--- config.mk ---
export PLATFORM = sky130hd
export DESIGN_NAME = ddr_init_seq
export DESIGN_NICKNAME = d
export VERILOG_FILES = /design/src/rtl/ddr_init_pkg.sv /design/src/rtl/ddr_init_steps.sv /design/src/rtl/ddr_init_pacer.sv /design/src/rtl/ddr_refresh_timer.sv /design/src/rtl/ddr_init_seq.sv
export SDC_FILE = /design/constraint.sdc
export NUM_CORES = 1
export LEC_CHECK = 0
export BUFFER_PORTS_ARGS = -buffer_cell sky130_fd_sc_hd__buf_4
export CAP_MARGIN = 15
export CORE_UTILIZATION = 46
export DETAILED_ROUTE_END_ITERATION = 7
export PLACE_DENSITY = 0.72
export SLEW_MARGIN = 20
export SYNTH_ARGS = -nofsm -noshare
export SYNTH_HDL_FRONTEND = slang
export SYNTH_SLANG_ARGS = --single-unit
--- constraint.sdc ---
create_clock -name clk -period 2.6 [get_ports clk]
set_input_delay 0.52 -clock clk [delete_from_list [all_inputs] [get_ports clk]]
set_output_delay 0.52 -clock clk [all_outputs]
set_load 0.005 [all_outputs]
--- src/rtl/ddr_init_pkg.sv ---
`timescale 1ns/1ps
package ddr_init_pkg;
  localparam int CMD_W      = 6;
  localparam int VAL_W      = 16;
  localparam int DDR2_STEPS = 11;
  localparam int DDR1_STEPS = 5;
  localparam int MAX_STEPS  = (DDR2_STEPS > DDR1_STEPS) ? DDR2_STEPS : DDR1_STEPS;
  localparam int IDX_W      = $clog2(MAX_STEPS);

  typedef logic [CMD_W-1:0] cmd_t;

  // strobe bit positions are decoded by the memory command path
  localparam cmd_t C_MR   = 6'b000001;
  localparam cmd_t C_EMR  = 6'b000010;
  localparam cmd_t C_REF  = 6'b000100;
  localparam cmd_t C_PALL = 6'b001000;
  localparam cmd_t C_EMR2 = 6'b010000;
  localparam cmd_t C_EMR3 = 6'b100000;
  localparam cmd_t C_LOADS = C_MR | C_EMR | C_EMR2 | C_EMR3;

  typedef struct packed {
    cmd_t             cmd;
    logic [VAL_W-1:0] val;
  } step_t;

  typedef enum logic [2:0] {PH_IDLE, PH_LOAD, PH_ISSUE, PH_GAP, PH_DONE} phase_t;

  function automatic step_t mk(input cmd_t c, input logic [VAL_W-1:0] v);
    step_t s;
    s.cmd = c;
    s.val = v;
    return s;
  endfunction

  function automatic step_t ddr2_step(input logic [IDX_W-1:0] i);
    case (i)
      4'd0:    return mk(C_PALL, 16'h0000);
      4'd1:    return mk(C_EMR2, 16'h0000);
      4'd2:    return mk(C_EMR3, 16'h0000);
      4'd3:    return mk(C_EMR,  16'h0000);
      4'd4:    return mk(C_MR,   16'h0100);
      4'd5:    return mk(C_PALL, 16'h0000);
      4'd6:    return mk(C_REF,  16'h0000);
      4'd7:    return mk(C_REF,  16'h0000);
      4'd8:    return mk(C_MR,   16'h0A33);
      4'd9:    return mk(C_EMR,  16'h0382);
      default: return mk(C_EMR,  16'h0402);
    endcase
  endfunction

  function automatic step_t ddr1_step(input logic [IDX_W-1:0] i);
    case (i)
      4'd0:    return mk(C_PALL, 16'h0000);
      4'd1:    return mk(C_MR,   16'h0133);
      4'd2:    return mk(C_EMR,  16'h0002);
      4'd3:    return mk(C_PALL, 16'h0000);
      default: return mk(C_MR,   16'h0033);
    endcase
  endfunction

  function automatic logic is_load(input cmd_t c);
    return |(c & C_LOADS);
  endfunction
endpackage

--- src/rtl/ddr_init_steps.sv ---
`timescale 1ns/1ps
module ddr_init_steps
  import ddr_init_pkg::*;
(
  input  logic             ddr2_i,
  input  logic [IDX_W-1:0] idx_i,
  output cmd_t             cmd_o,
  output logic [VAL_W-1:0] val_o,
  output logic             is_load_o,
  output logic             last_o
);
  step_t s;

  always_comb begin
    s         = ddr2_i ? ddr2_step(idx_i) : ddr1_step(idx_i);
    cmd_o     = s.cmd;
    val_o     = s.val;
    is_load_o = is_load(s.cmd);
    last_o    = ddr2_i ? (idx_i == IDX_W'(DDR2_STEPS - 1))
                       : (idx_i == IDX_W'(DDR1_STEPS - 1));
  end
endmodule

--- src/rtl/ddr_init_pacer.sv ---
`timescale 1ns/1ps
module ddr_init_pacer
  import ddr_init_pkg::*;
#(
  parameter int MIN_GAP = 3
) (
  input  logic clk,
  input  logic rst_n,
  input  logic start_i,
  input  logic ack_i,
  input  logic last_i,
  output logic launch_o,
  output logic load_o,
  output logic issue_o,
  output logic step_adv_o,
  output logic busy_o,
  output logic done_o
);
  localparam int GW = (MIN_GAP < 2) ? 1 : $clog2(MIN_GAP);

  phase_t        ph;
  logic [GW-1:0] gap_cnt;
  logic          gap_end;

  assign gap_end    = (ph == PH_GAP) && (gap_cnt == GW'(MIN_GAP - 1));
  assign launch_o   = (ph == PH_IDLE) && start_i;
  assign load_o     = (ph == PH_LOAD);
  assign issue_o    = (ph == PH_ISSUE);
  assign step_adv_o = gap_end && !last_i;
  assign busy_o     = (ph == PH_LOAD) || (ph == PH_ISSUE) || (ph == PH_GAP);
  assign done_o     = (ph == PH_DONE);

  always_ff @(posedge clk) begin
    if (!rst_n) begin
      ph      <= PH_IDLE;
      gap_cnt <= '0;
    end else begin
      case (ph)
        PH_IDLE:  if (start_i) ph <= PH_LOAD;
        PH_LOAD:  ph <= PH_ISSUE;
        PH_ISSUE: if (ack_i) begin
                    ph      <= PH_GAP;
                    gap_cnt <= '0;
                  end
        PH_GAP:   if (gap_end) ph <= last_i ? PH_DONE : PH_LOAD;
                  else         gap_cnt <= gap_cnt + 1'b1;
        PH_DONE:  ph <= PH_DONE;
        default:  ph <= PH_IDLE;
      endcase
    end
  end
endmodule

--- src/rtl/ddr_refresh_timer.sv ---
`timescale 1ns/1ps
module ddr_refresh_timer #(
  parameter int IVL_W = 14
) (
  input  logic             clk,
  input  logic             rst_n,
  input  logic             run_i,
  input  logic             en_i,
  input  logic [IVL_W-1:0] ivl_i,
  output logic             req_o
);
  logic [IVL_W-1:0] cnt;

  assign req_o = run_i && en_i && (ivl_i != '0) && (cnt == ivl_i - 1'b1);

  always_ff @(posedge clk) begin
    if (!rst_n || !run_i) cnt <= '0;
    else if (req_o)       cnt <= '0;
    else                  cnt <= cnt + 1'b1;
  end
endmodule

--- src/rtl/ddr_init_seq.sv ---
`timescale 1ns/1ps
module ddr_init_seq
  import ddr_init_pkg::*;
#(
  parameter int          MIN_GAP      = 3,
  parameter logic [15:0] REFRESH_WORD = 16'h4186
) (
  input  logic             clk,
  input  logic             rst_n,
  input  logic             start_i,
  input  logic             ddr2_sel_i,
  input  logic             cmd_ack_i,
  output logic [CMD_W-1:0] cmd_o,
  output logic [VAL_W-1:0] mode_val_o,
  output logic             busy_o,
  output logic             init_done_o,
  output logic [15:0]      refresh_word_o,
  output logic             refresh_req_o
);
  localparam int REF_EN_BIT = 14;
  localparam int IVL_W      = 14;

  // named internal events, brought out for the checker
  logic             launch, load_phase, issue_phase, step_adv, done;
  logic             ddr2_q;
  logic [IDX_W-1:0] idx;
  cmd_t             step_cmd;
  logic [VAL_W-1:0] step_val, val_q;
  logic             step_is_load, step_last;

  ddr_init_pacer #(.MIN_GAP(MIN_GAP)) u_pacer (
    .clk        (clk),
    .rst_n      (rst_n),
    .start_i    (start_i),
    .ack_i      (cmd_ack_i),
    .last_i     (step_last),
    .launch_o   (launch),
    .load_o     (load_phase),
    .issue_o    (issue_phase),
    .step_adv_o (step_adv),
    .busy_o     (busy_o),
    .done_o     (done)
  );

  ddr_init_steps u_steps (
    .ddr2_i    (ddr2_q),
    .idx_i     (idx),
    .cmd_o     (step_cmd),
    .val_o     (step_val),
    .is_load_o (step_is_load),
    .last_o    (step_last)
  );

  ddr_refresh_timer #(.IVL_W(IVL_W)) u_refresh (
    .clk   (clk),
    .rst_n (rst_n),
    .run_i (done),
    .en_i  (REFRESH_WORD[REF_EN_BIT]),
    .ivl_i (REFRESH_WORD[IVL_W-1:0]),
    .req_o (refresh_req_o)
  );

  always_ff @(posedge clk) begin
    if (!rst_n) begin
      idx    <= '0;
      ddr2_q <= 1'b0;
      val_q  <= '0;
    end else begin
      if (launch) begin
        idx    <= '0;
        ddr2_q <= ddr2_sel_i;
      end else if (step_adv) begin
        idx <= idx + 1'b1;
      end
      if (load_phase && step_is_load) val_q <= step_val;
    end
  end

  assign cmd_o          = issue_phase ? step_cmd : '0;
  assign mode_val_o     = val_q;
  assign init_done_o    = done;
  assign refresh_word_o = done ? REFRESH_WORD : 16'h0000;
endmodule

==> results by stage, run 1 <==
Yosys:
- The synthesized-area fraction occupied by ao, oa, aoi and oai cells is between 10% and 20%.
- The most used flip-flop cell after synthesis is sky130_fd_sc_hd__dfxtp_1.
- After synthesis, the largest family of logic cells by area is simple AND/OR/NAND/NOR gates.
- The area share of and/or/nand/nor cells after synthesis is 26.8%.
- After synthesis, the netlist uses 50 different library cells.
- The number of enable flip-flop cells after synthesis is 0.
- The synthesized area is roughly 2200 um2.
- The synthesized netlist devotes under 10% of its cell area to adder and majority cells.
- In this run the mean area of a mapped cell was ~8.7 um2.
- The register area share after synthesis is 39.2%.
- Of the total synthesized cell area, the portion taken by XOR and XNOR cells is ~4.8%.
- The count of mapped cells out of synthesis is ~250.
- For this run, asynchronously set or reset flops after synthesis account for 0%.
- The count of warnings emitted by yosys is 0.
- The multiplexer share of the synthesized area is 0.456%.
- The number of flip-flops and latches in the synthesized netlist is between 40 and 50.

Worst setup path:
- Data on the critical path is required at its endpoint by between 2 and 2.5 ns.
- Broken down by cell family, the worst path's largest delay share belongs to simple AND/OR/NAND/NOR gates.
- The largest fanout of any net on the critical path is 6.
- The largest stage delay on the critical path is between 0.4 and 0.5 ns.
- The most critical setup path has its startpoint at idx[1]$_SDFFE_PP0P_.
- The critical path goes through inv_1 -> ha_1 -> or4_1 -> o21ai_0 -> nor2_1 -> buf_4.
- STA classifies the critical path endpoint as an output pin.
- In this run the number of cells on the critical path is 6.
- STA classifies the critical path startpoint as a register.
- In this run the worst setup path terminates at cmd_o[0].
- The depth of the worst register-to-register path is 6.
- The minimum setup slack among reg-to-reg paths is around 0.30 ns.
- The largest individual stage delay along the critical path comes from the cell sky130_fd_sc_hd__dfxtp_1.
- The worst register-to-register path begins at idx[0]$_SDFFE_PP0P_.
- The endpoint identified for the worst register-to-register timing path is mode_val_o[5]$_SDFFE_PN0P_.
- The critical path buffer and inverter count is 2.
- The endpoint arrival time on the critical path is 1.86 ns.
- The worst setup path is of the register to output pin kind.

STA:
- After layout, the worst path uses 91.6% of the clock period.
- The relative max-transition margin is between 40% and 50%.
- Based on the critical path, the design can be clocked at up to around 420 MHz.
- For the pin with the worst max-slew slack, the measured transition is between 0.8 and 0.9 ns.
- Between clock sinks in the finished design, the worst skew comes to 0.0131 ns.
- The number of slew-limit violations in the final report is 0.
- Setup repair after global routing left no endpoint under its margin.
- The minimum clock period is 2.38 ns.
- The final count of hold timing violations was 0.
- Setup violations remaining at the end of the flow were counted as 0.
- Summed over all failing endpoints, the final setup total negative slack is 0 ns.

Floorplan:
- The die is around 70 um wide.
- The vertical die dimension is 71.1 um.
- The initial core utilization is 49.0%.
- The core area is about 4500 um2.
- The area of the die is 5050 um2.
- 46 I/O pins were placed.
- After floorplanning, the core was divided into 24 placement rows.

CTS:
- The number of gates resized after CTS is 0.
- The post-CTS setup buffer count is 0.
- For this design, the CTS-stage hold fixing added 0 buffers.
- TritonCTS built the clock tree.
- Counting the buffers created by CTS gives 5.
- The CTS sink count is 43.
- The number of buffers on the longest clock path is 2.
- The H-tree was split into 2 levels.
- The clock transition at the registers of the reported paths is around 0.08 ns.
- CTS placed an instance of sky130_fd_sc_hd__clkbuf_8 at the clock tree root.
- The later pin in the worst-skew pair is clocked with a latency of between 0.2 and 0.3 ns.

GRT:
- Global routing consumed, over all layers together, approximately 17% of the routing resources.
- Global routing used between 3 and 4% of the available met3 tracks.
- The highest-utilization routing layer at the global route stage is met2.
- The met1 track utilization from global routing is between 20 and 25%.
- Entering global routing, the biggest net connects 16 pins.
- The final global-route overflow total is 0.
- The wire length of the first global-routing pass is 6690 um.
- The via count of the first global-routing pass was between 1000 and 1500.
- The fraction of met2 tracks used by global routing is a little over a quarter.
- The number of antenna violations at the first check in global routing is 0.

Placed design:
- The global placement routability congestion is a little under 0.9.
- The count of input and output buffers is 27.
- The post-DP HPWL is 2910 um.

Finish:
- The most common cell after layout, fill and taps aside is sky130_fd_sc_hd__dfxtp_1.
- The count of antenna diodes in the layout is 0.
- In the layout the commonest cells are sky130_fd_sc_hd__dfxtp_1, sky130_fd_sc_hd__buf_4, sky130_fd_sc_hd__nor2_1, sky130_fd_sc_hd__conb_1, sky130_fd_sc_hd__nand2_1.
- After the last flow step, the layout net total stands at about 280.
- The share of layout cells above drive strength 1 is 16.2%.
- From synthesis to final layout, the design area changed by 11.4%.

Routing:
- The number of DRC violations after detailed-routing iteration 0 is around 100.
- The average wire per standard cell is 12.2 um.
- The detailed-router iteration count before antenna repair is 6.
- The final layout contains routed wiring with a total length of roughly 4000 um.
- After detailed routing, the number of vias per cell comes to around 5.
- The number of nets with antenna violations after detailed routing is 0.
- The remaining design rule violation count is 7.
- The number of vias after detailed routing is approximately 1700.

Worst hold path:
- In this run the most critical hold path is launched from mode_val_o[11]$_SDFFE_PN0P_.
- The path class of the tightest hold or removal check is register to register.

Power and ir drop:
- Power comes to around 1.3 mW.
- Dividing total power by cell area gives a power density of around 550 nW/um2.
- The static power due to leakage is roughly 0.98 nW.
- IR analysis of the VDD net gives a maximum drop of 0.230 mV.

Run status:
- The final reports fail on DRC.
- The flow ran to the end, but the final reports show violations.

Run:
- The max-capacitance violation count is 0.
where the power goes:
| group | switching [mW] | internal, mW |
|---|---|---|
| Sequential | 0.00343 | 0.663 |
| Clock | 0.222 | 0.384 |
| Combinational | 0.0453 | 0.0308 |
| Total | 0.271 | 1.08 |
synthesized netlist by cell type (4+ instances only):
| cell type | n | area, um2 |
|---|---|---|
| sky130_fd_sc_hd__buf_4 | 25 | 188 |
| sky130_fd_sc_hd__nor2_1 | 23 | 86.3 |
| sky130_fd_sc_hd__buf_2 | 4 | 20.0 |
| sky130_fd_sc_hd__o21ai_0 | 10 | 50.1 |
| sky130_fd_sc_hd__and3_1 | 5 | 31.3 |
| sky130_fd_sc_hd__xor2_1 | 9 | 78.8 |
| sky130_fd_sc_hd__nand2b_1 | 4 | 25.0 |
| sky130_fd_sc_hd__dfxtp_1 | 43 | 861 |
| sky130_fd_sc_hd__a21oi_1 | 6 | 30.0 |
| sky130_fd_sc_hd__and2_1 | 5 | 31.3 |
| sky130_fd_sc_hd__nor3_1 | 4 | 20.0 |
| sky130_fd_sc_hd__nand2_1 | 15 | 56.3 |
| sky130_fd_sc_hd__a21boi_0 | 6 | 45.0 |
| sky130_fd_sc_hd__nor4_1 | 6 | 37.5 |
| sky130_fd_sc_hd__ha_1 | 7 | 87.6 |
| sky130_fd_sc_hd__nand3_1 | 14 | 70.1 |
| sky130_fd_sc_hd__nand4_1 | 5 | 31.3 |
| sky130_fd_sc_hd__inv_1 | 11 | 41.3 |
| sky130_fd_sc_hd__clkbuf_1 | 5 | 18.8 |
worst min-delay path: cells and delay by family (launching register included):
kind | cells | cell delay [ns]
DFF | 1 | 0.31
and+or+nand+nor | 1 | 0.05
AOI/OAI and AO/OA | 1 | 0.06
logic make-up after synthesis:
group | count (synthesis)
AOI/OAI and AO/OA | 37
xor gates and xnor gates | 12
adders and majority gates | 7
buffers and inverters | 46
DFF | 43
muxes | 1
other | 1
and+or+nand+nor | 105
layout make-up:
cell class	count	area (um2)
fill	406	2030
multi-input combinational	180	1120
timing repair buffer	30	225
tap	52	65.1
sequential	43	861
inverter	11	41.3
clock buffer	6	72.6
clock inverter	2	60.1
through the flow:
| stage | utilization [%] | cells | setup WS [ns] | hold slack [ns] | instance area [um2] |
|---|---|---|---|---|---|
| global route | 54.6 | 324 | 0.108 | 0.487 | 2440 |
| floorplan | - | 269 | 0.599 | 0.429 | 2260 |
| detailed placement | 51.6 | 316 | 0.345 | 0.458 | 2310 |
| global placement | 51.6 | 316 | 0.363 | 0.444 | 2310 |
| CTS | 54.6 | 324 | 0.229 | 0.470 | 2440 |
| finish | 54.6 | 324 | 0.219 | 0.467 | 2440 |
how the worst min path moves through the flow:
| stage | end | slack (ns) | cells after the start |
|---|---|---|---|
| floorplan | u_refresh.cnt[0]$_SDFF_PP0_ | 0.43 | 1 |
| global route | mode_val_o[11]$_SDFFE_PN0P_ | 0.49 | 2 |
| CTS | mode_val_o[11]$_SDFFE_PN0P_ | 0.47 | 2 |
| detailed placement | u_refresh.cnt[0]$_SDFF_PP0_ | 0.46 | 1 |
| finish | mode_val_o[11]$_SDFFE_PN0P_ | 0.47 | 2 |
| global placement | u_refresh.cnt[0]$_SDFF_PP0_ | 0.44 | 1 |
per-layer routing:
layer  vias to the layer above  wire, um
met5                         -         0
met1                       747      1950
li1                        871         -
met3                         7       129
met2                        35      1820
met4                         0        60
Note: power is estimated with default switching activity, not from simulation.
==> run 2, diff against run 1 <==
--- a/config.mk
+++ b/config.mk
@@ -7,9 +7,9 @@
 export LEC_CHECK = 0
 export BUFFER_PORTS_ARGS = -buffer_cell sky130_fd_sc_hd__buf_4
 export CAP_MARGIN = 15
-export CORE_UTILIZATION = 46
+export CORE_UTILIZATION = 45
 export DETAILED_ROUTE_END_ITERATION = 7
-export PLACE_DENSITY = 0.72
+export PLACE_DENSITY = 0.71
 export SLEW_MARGIN = 20
 export SYNTH_ARGS = -nofsm -noshare
 export SYNTH_HDL_FRONTEND = slang
==> run 2 against run 1 <==
Compared with the run above: power decreased by 11%; clock skew down 0.0098 ns; first-iteration DRC count decreased by 41%; die area grew 2.2%; register-to-register slack better by 0.04 ns; final cell count grew 1.2%; critical endpoint unchanged; largest power group unchanged; non-clock buffer count rose by 2; sequential power is essentially flat; the run now ends clean.
==> results by stage, run 2 (synthesis gave the netlist of run 1 again) <==
Finish:
- Leaving out fill and tap cells, the most frequent cell in the layout is sky130_fd_sc_hd__dfxtp_1.
- At the end of the flow, the number of nets in the layout was 285.
- The cell area after layout is 2430 um2.
- The layout overhead on the synthesized area is 10.7%.
- The number of fill cells in the layout is 456.
- The count of antenna diodes in the layout is 0.
- Leaving out fill and tap cells, the most frequent cells in the layout are sky130_fd_sc_hd__dfxtp_1, sky130_fd_sc_hd__buf_4, sky130_fd_sc_hd__nor2_1, sky130_fd_sc_hd__conb_1, sky130_fd_sc_hd__nand2_1.
- The post-route netlist has 16.8% of its cells at a drive strength greater than 1.

Routing:
- The total met2 wirelength after detailed routing is roughly 1700 um.
- The via-per-instance ratio is ~5.1.
- The number of nets with antenna violations after detailed routing is 0.
- The routed design has ~3800 um of wire.
- The average wire per standard cell is roughly 12 um.
- The highest layer touched by signal routing is met4.
- The number of vias after detailed routing is around 1700.
- For this block, wires on met1 add up to 1940 um.
- The number of DRC violations after detailed-routing iteration 0 is 61.
- For this run, the detailed router's first-pass iteration total came to 4.
- In the detailed route, the total length drawn on met3 is 108 um.
- For this run, design rule violations remaining after detail routing come to 0.

STA:
- The final count of hold timing violations came to 0.
- On the final layout, the worst clock skew is ~0.0033 ns.
- Across all hold checks on the routed design, the worst slack comes to approximately 0.46 ns.
- The minimum clock period is between 2 and 2.5 ns.
- The number of slew-limit violations in the final report came to 0.
- The pin slew with the least headroom to its limit is between 0.5 and 0.6 ns.
- Static timing analysis puts the maximum clock frequency at around 410 MHz.
- The final count of negative-setup-slack endpoints is 0.
- The final-layout setup total negative slack is 0 ns.
- Setup repair after global routing left no endpoint under its margin.
- The relative max-transition margin is 65.2%.
- The period utilization is a little over 90%.

Floorplan:
- The number of placed I/O pins is 46.
- The initialized floorplan defines 25 standard-cell rows.
- The x dimension of the die is 71.8 um.
- The die covers 5160 um2.
- The core area is around 4700 um2.
- The vertical die dimension is a little over 70 um.
- The initial utilization of the core area, before any placement, comes to a little under half.

CTS:
- The hold buffer count at CTS is 0.
- After clock tree synthesis, the setup repair step added 0 buffers.
- The CTS sink count is between 40 and 50.
- The number of buffers created by CTS is 5.
- The number of buffers on the longest clock path is 2.
- The CTS tree is built.
- The CTS H-tree depth is 2.
- After clock tree synthesis, the clock-pin slew on the worst setup and hold paths is 0.08 ns.
- The number of gates resized after CTS is 0.
- The cell sitting at the root of the clock tree is a sky130_fd_sc_hd__clkbuf_8.
- The clock reaches the later pin of the worst-skew pair after roughly 0.29 ns.

GRT:
- The first global-routing pass estimated between 6000 and 7000 um of wire.
- Entering global routing, the biggest net connects 16 pins.
- The total overflow left after global routing is 0.
- The total routing resource utilization after global routing is ~16%.
- The via count of the first global-routing pass is 1410.
- The number of antenna violations at the first check in global routing came to 0.

Run:
- Max-cap violations in this run came to 0.

Worst setup path:
- The endpoint arrival time on the critical path is 1.91 ns.
- The data required time of the worst path is about 2.1 ns.
- The critical path is of the register to output pin type.
- Of all nets on the critical path, the largest fanout is 6.
- The worst register-to-register path has a setup slack of ~0.34 ns.
- The element type at the critical path end is an output pin.
- The startpoint type of the worst setup path is a register.
- The depth of the worst register-to-register path is 5.

Power and ir drop:
- In this run the power density over the cells is just under 500 nW/um2.
- Power comes to 1.20 mW.
- The static power due to leakage is just under 1 nW.
- The worst-case IR drop observed on VDD is 0.299 mV.

Placed design:
- In this run the cell area measured after placement is between 2000 and 2500 um2.
- The count of input and output buffers is 27.
- The congestion estimate from routability-driven global placement came to 0.837.
- The post-DP HPWL is a little under 3000 um.

Worst hold path:
- Along the worst hold path, the cell count comes to 1.
- The type of the tightest min-delay check is register to register.

Run status:
- The flow ran to the end, and the final reports show no timing, DRC or antenna violations.
-- run 2: per-layer routing --
| metal | track usage (%) | vias up |
|---|---|---|
| li1 | - | 880 |
| met1 | 20.0 | 752 |
| met2 | 24.8 | 33 |
| met3 | 3.52 | 6 |
| met4 | 6.97 | 0 |
| met5 | 0 | - |
-- run 2: area by class of cell --
cell class                 instances  area (um2)  share of cell area (%)
multi-input combinational        180        1120                    46.0
clock buffer                       8         100                    4.12
tap                               54        67.6                    2.78
timing repair buffer              32         240                    9.90
sequential                        43         861                    35.5
inverter                          11        41.3                    1.70
-- run 2: worst paths after layout --
| kind | from | to |
|---|---|---|
| max reg2reg | idx[1]$_SDFFE_PP0P_ | register |
| max | idx[1]$_SDFFE_PP0P_ | cmd_o[0] |
| min reg2reg | u_refresh.cnt[0]$_SDFF_PP0_ | u_refresh.cnt[0]$_SDFF_PP0_ |
| min | u_refresh.cnt[0]$_SDFF_PP0_ | u_refresh.cnt[0]$_SDFF_PP0_ |
-- run 2: power by group --
group	leakage [nW]	switching, mW	internal [mW]
Clock	0.0515	0.213	0.242
Combinational	0.581	0.0444	0.0312
Sequential	0.347	0.00368	0.663
Total	0.979	0.261	0.937
-- run 2: critical path, stage by stage, from the launching register on --
cell,delay (ns)
sky130_fd_sc_hd__dfxtp_1,0.44
sky130_fd_sc_hd__inv_1,0.11
sky130_fd_sc_hd__ha_1,0.21
sky130_fd_sc_hd__or4_1,0.46
sky130_fd_sc_hd__o21ai_0,0.17
sky130_fd_sc_hd__nor2_1,0.09
sky130_fd_sc_hd__buf_4,0.14
-- run 2: per-stage QoR --
stage	worst slack [ns]	util, %	instances
after floorplan	0.599	-	269
after global placement	0.402	49.6	320
after detailed placement	0.364	49.6	320
after CTS	0.183	51.7	328
after global routing	0.0487	51.7	328
final	0.173	51.7	328
==> run 3, diff against run 2 <==
--- a/config.mk
+++ b/config.mk
@@ -9,7 +9,7 @@
 export CAP_MARGIN = 15
 export CORE_UTILIZATION = 45
 export DETAILED_ROUTE_END_ITERATION = 7
-export PLACE_DENSITY = 0.71
+export PLACE_DENSITY = 0.73
 export SLEW_MARGIN = 20
 export SYNTH_ARGS = -nofsm -noshare
 export SYNTH_HDL_FRONTEND = slang
==> constraint.sdc (replaced) <==
create_clock -name clk -period 2.2 [get_ports clk]
set_input_delay 0.44 -clock clk [delete_from_list [all_inputs] [get_ports clk]]
set_output_delay 0.44 -clock clk [all_outputs]
set_load 0.005 [all_outputs]
==> run 3 against run 2 <==
Compared with the run above: first-iteration DRC count grew 70%; global-route usage increased by 1.7 points; via count increased by 5.0%; final area up 2.8%; sequential power grew 19%; routed wire length increased by 14%; largest power group unchanged; highest routed layer unchanged.
==> results by stage, run 3 (synthesis gave the netlist of run 1 again) <==
CTS:
- The number of buffers on the longest clock path is 2.
- The CTS tree is built.
- Clock tree synthesis found a total of 43 sinks.
- Counting the buffers created by CTS gives 5.
- Clock-pin slew was measured on the worst setup and hold paths at about 0.07 ns.
- The CTS H-tree depth is 2.
- The hold buffer count at CTS is 0.
- The clock root buffer master is sky130_fd_sc_hd__clkbuf_8.
- The later pin in the worst-skew pair is clocked with a latency of 0.29 ns.

Placed design:
- The congestion estimate from routability-driven global placement came to between 0.8 and 0.9.
- The count of input and output buffers is 27.
- Detailed placement finished with a half-perimeter wire length of 3090 um.
- The worst slack at placement is roughly 0.016 ns.

Run status:
- The flow ran to the end, and the final reports show no timing, DRC or antenna violations.

Worst setup path:
- STA puts the critical path data required time at around 1.8 ns.
- The worst setup path is launched from a register.
- For the worst setup path, the data arrival time is ~1.7 ns.
- The element type at the critical path end is an output pin.
- The largest fanout of any net on the critical path is 6.
- The worst setup path is of the register to output pin kind.

Floorplan:
- The x dimension of the die is ~72 um.
- The area of the die is roughly 5200 um2.
- In this run the vertical extent of the chip is roughly 72 um.
- The floorplan row count is 25.
- The initial utilization of the core area, before any placement, comes to ~47%.
- In this run the count of I/O pins placed on the die edge is 46.
- In this run the standard cell core region covers around 4700 um2.

Power and ir drop:
- Net switching is between 20% and 30% of the power.
- The share of total power in the clock network is roughly 35%.
- The combinational share of power is around 7.1%.
- In this run the power density over the cells is ~540 nW/um2.
- The internal power of the cells totals approximately 1.0 mW.
- The worst-case vdd ir drop is ~0.21 mV.
- Power comes to ~1.4 mW.
- In this run the static leakage power is approximately 1 nW.
- Of the total power, registers draw roughly three fifths.
- The switching power of the nets is approximately 0.31 mW.

Routing:
- After detailed routing, the average wire length per cell comes to 13.1 um.
- The detailed-router iteration count before antenna repair is 4.
- The number of DRC violations after detailed-routing iteration 0 is between 100 and 150.
- The final layout contains routed wiring with a total length of between 4000 and 5000 um.
- Using the TritonRoute via totals, the vias-per-cell ratio works out to about 5.3.
- The detailed router placed 1755 vias in this run.
- The remaining design rule violation count is 0.
- Once detail routing completed, the nets flagged for antenna violations numbered 0.

Finish:
- The number of fill cells in the layout is roughly 420.
- Once layout is complete, the utilization of the core stands at between 50% and 60%.
- After the last flow step, the layout net total stands at between 200 and 300.
- The area of combinational cells with multiple inputs is ~1200 um2.
- 0 antenna diodes ended up in the layout.
- In the layout the commonest cells are sky130_fd_sc_hd__dfxtp_1, sky130_fd_sc_hd__buf_4, sky130_fd_sc_hd__nor2_1, sky130_fd_sc_hd__conb_1, sky130_fd_sc_hd__nand2_1.
- Cells with a size suffix above 1 make up a little under a quarter of the layout.
- Leaving out fill and tap cells, the most frequent cell in the layout is sky130_fd_sc_hd__dfxtp_1.
- The layout overhead on the synthesized area is 13.7%.
- The sequential cell area in the final layout is about 870 um2.

STA:
- The minimum clock period is approximately 2.1 ns.
- The final count of hold timing violations is 0.
- The final critical path takes up 97.1% of the cycle.
- The final-layout setup total negative slack is 0 ns.
- The pin slew with the least headroom to its limit is 0.559 ns.
- The post-route worst setup slack is between 0.06 and 0.07 ns.
- Headroom to the max-slew limit came out at ~63%.
- The tightest hold margin is approximately 0.43 ns.
- The number of slew-limit violations in the final report came to 0.
- Setup violations remaining at the end of the flow were counted as 0.
- Clock skew on the completed layout was measured at 0.00781 ns.
- Setup repair after global routing could not meet its margin everywhere.
- The highest attainable clock frequency is about 470 MHz.

GRT:
- The total routing resource utilization after global routing is approximately 17%.
- The wire length of the first global-routing pass is just under 7000 um.
- Entering global routing, the biggest net connects 18 pins.
- The number of antenna violations at the first check in global routing came to 0.
- The final global-route overflow total is 0.
- The via count of the first global-routing pass is about 1500.

Run:
- The max-capacitance violation count is 0.

Worst hold path:
- The type of the tightest min-delay check is primary input to register.
run 3: area by class of cell:
cell class                      instances  share of cell area (%)
Clock buffer                            7                    3.06
Multi-Input combinational cell        180                    46.8
Tap cell                               54                    2.71
Sequential cell                        43                    34.8
Clock inverter                          1                   0.201
Inverter                               11                    1.65
Timing Repair Buffer                   36                    10.8
run 3: final timing paths:
path	endpoint	cells past startpoint	slack (ns)	startpoint
setup / recovery	cmd_o[0]	6	0.06	idx[1]$_SDFFE_PP0P_
setup reg to reg	register	5	0.09	idx[1]$_SDFFE_PP0P_
hold / removal	ddr2_q$_SDFFE_PN0P_	3	0.43	ddr2_sel_i
hold reg to reg	mode_val_o[11]$_SDFFE_PN0P_	2	0.46	mode_val_o[11]$_SDFFE_PN0P_
run 3: power groups by stage:
stage               combinational [mW]  sequential (mW)  clock (mW)
floorplan                       0.0862            0.805           0
global placement                0.0882            0.810           0
detailed placement              0.0891            0.810           0
CTS                             0.0905            0.792       0.488
global route                     0.105            0.792       0.522
finish                          0.0958            0.791       0.469
run 3: timing repair:
item	CTS	global route
buffers inserted	0	1
resized for setup	3	15
endpoints found under the setup margin	2	21
pin swaps	0	2
run 3: worst max-delay path, cell delays in order (launching register included):
cell and delay, ns:
sky130_fd_sc_hd__dfxtp_4 0.37, sky130_fd_sc_hd__inv_1 0.07, sky130_fd_sc_hd__ha_1 0.21, sky130_fd_sc_hd__or4_4 0.43, sky130_fd_sc_hd__o21ai_2 0.11, sky130_fd_sc_hd__nor2_1 0.08, sky130_fd_sc_hd__buf_4 0.14
run 3: per-layer routing:
| metal | share of wire, % | track usage [%] |
|---|---|---|
| met1 | 46 | 22.3 |
| met2 | 46 | 25.9 |
| met3 | 4.7 | 3.94 |
| met4 | 3.1 | 10.7 |
| met5 | 0 | 0 |
run 3: per-stage QoR:
| stage | cell area (um2) | cells |
|---|---|---|
| global placement | 2350 | 323 |
| CTS | 2440 | 331 |
| floorplan | 2260 | 269 |
| finish | 2490 | 332 |
| global route | 2490 | 332 |
| detailed placement | 2350 | 323 |
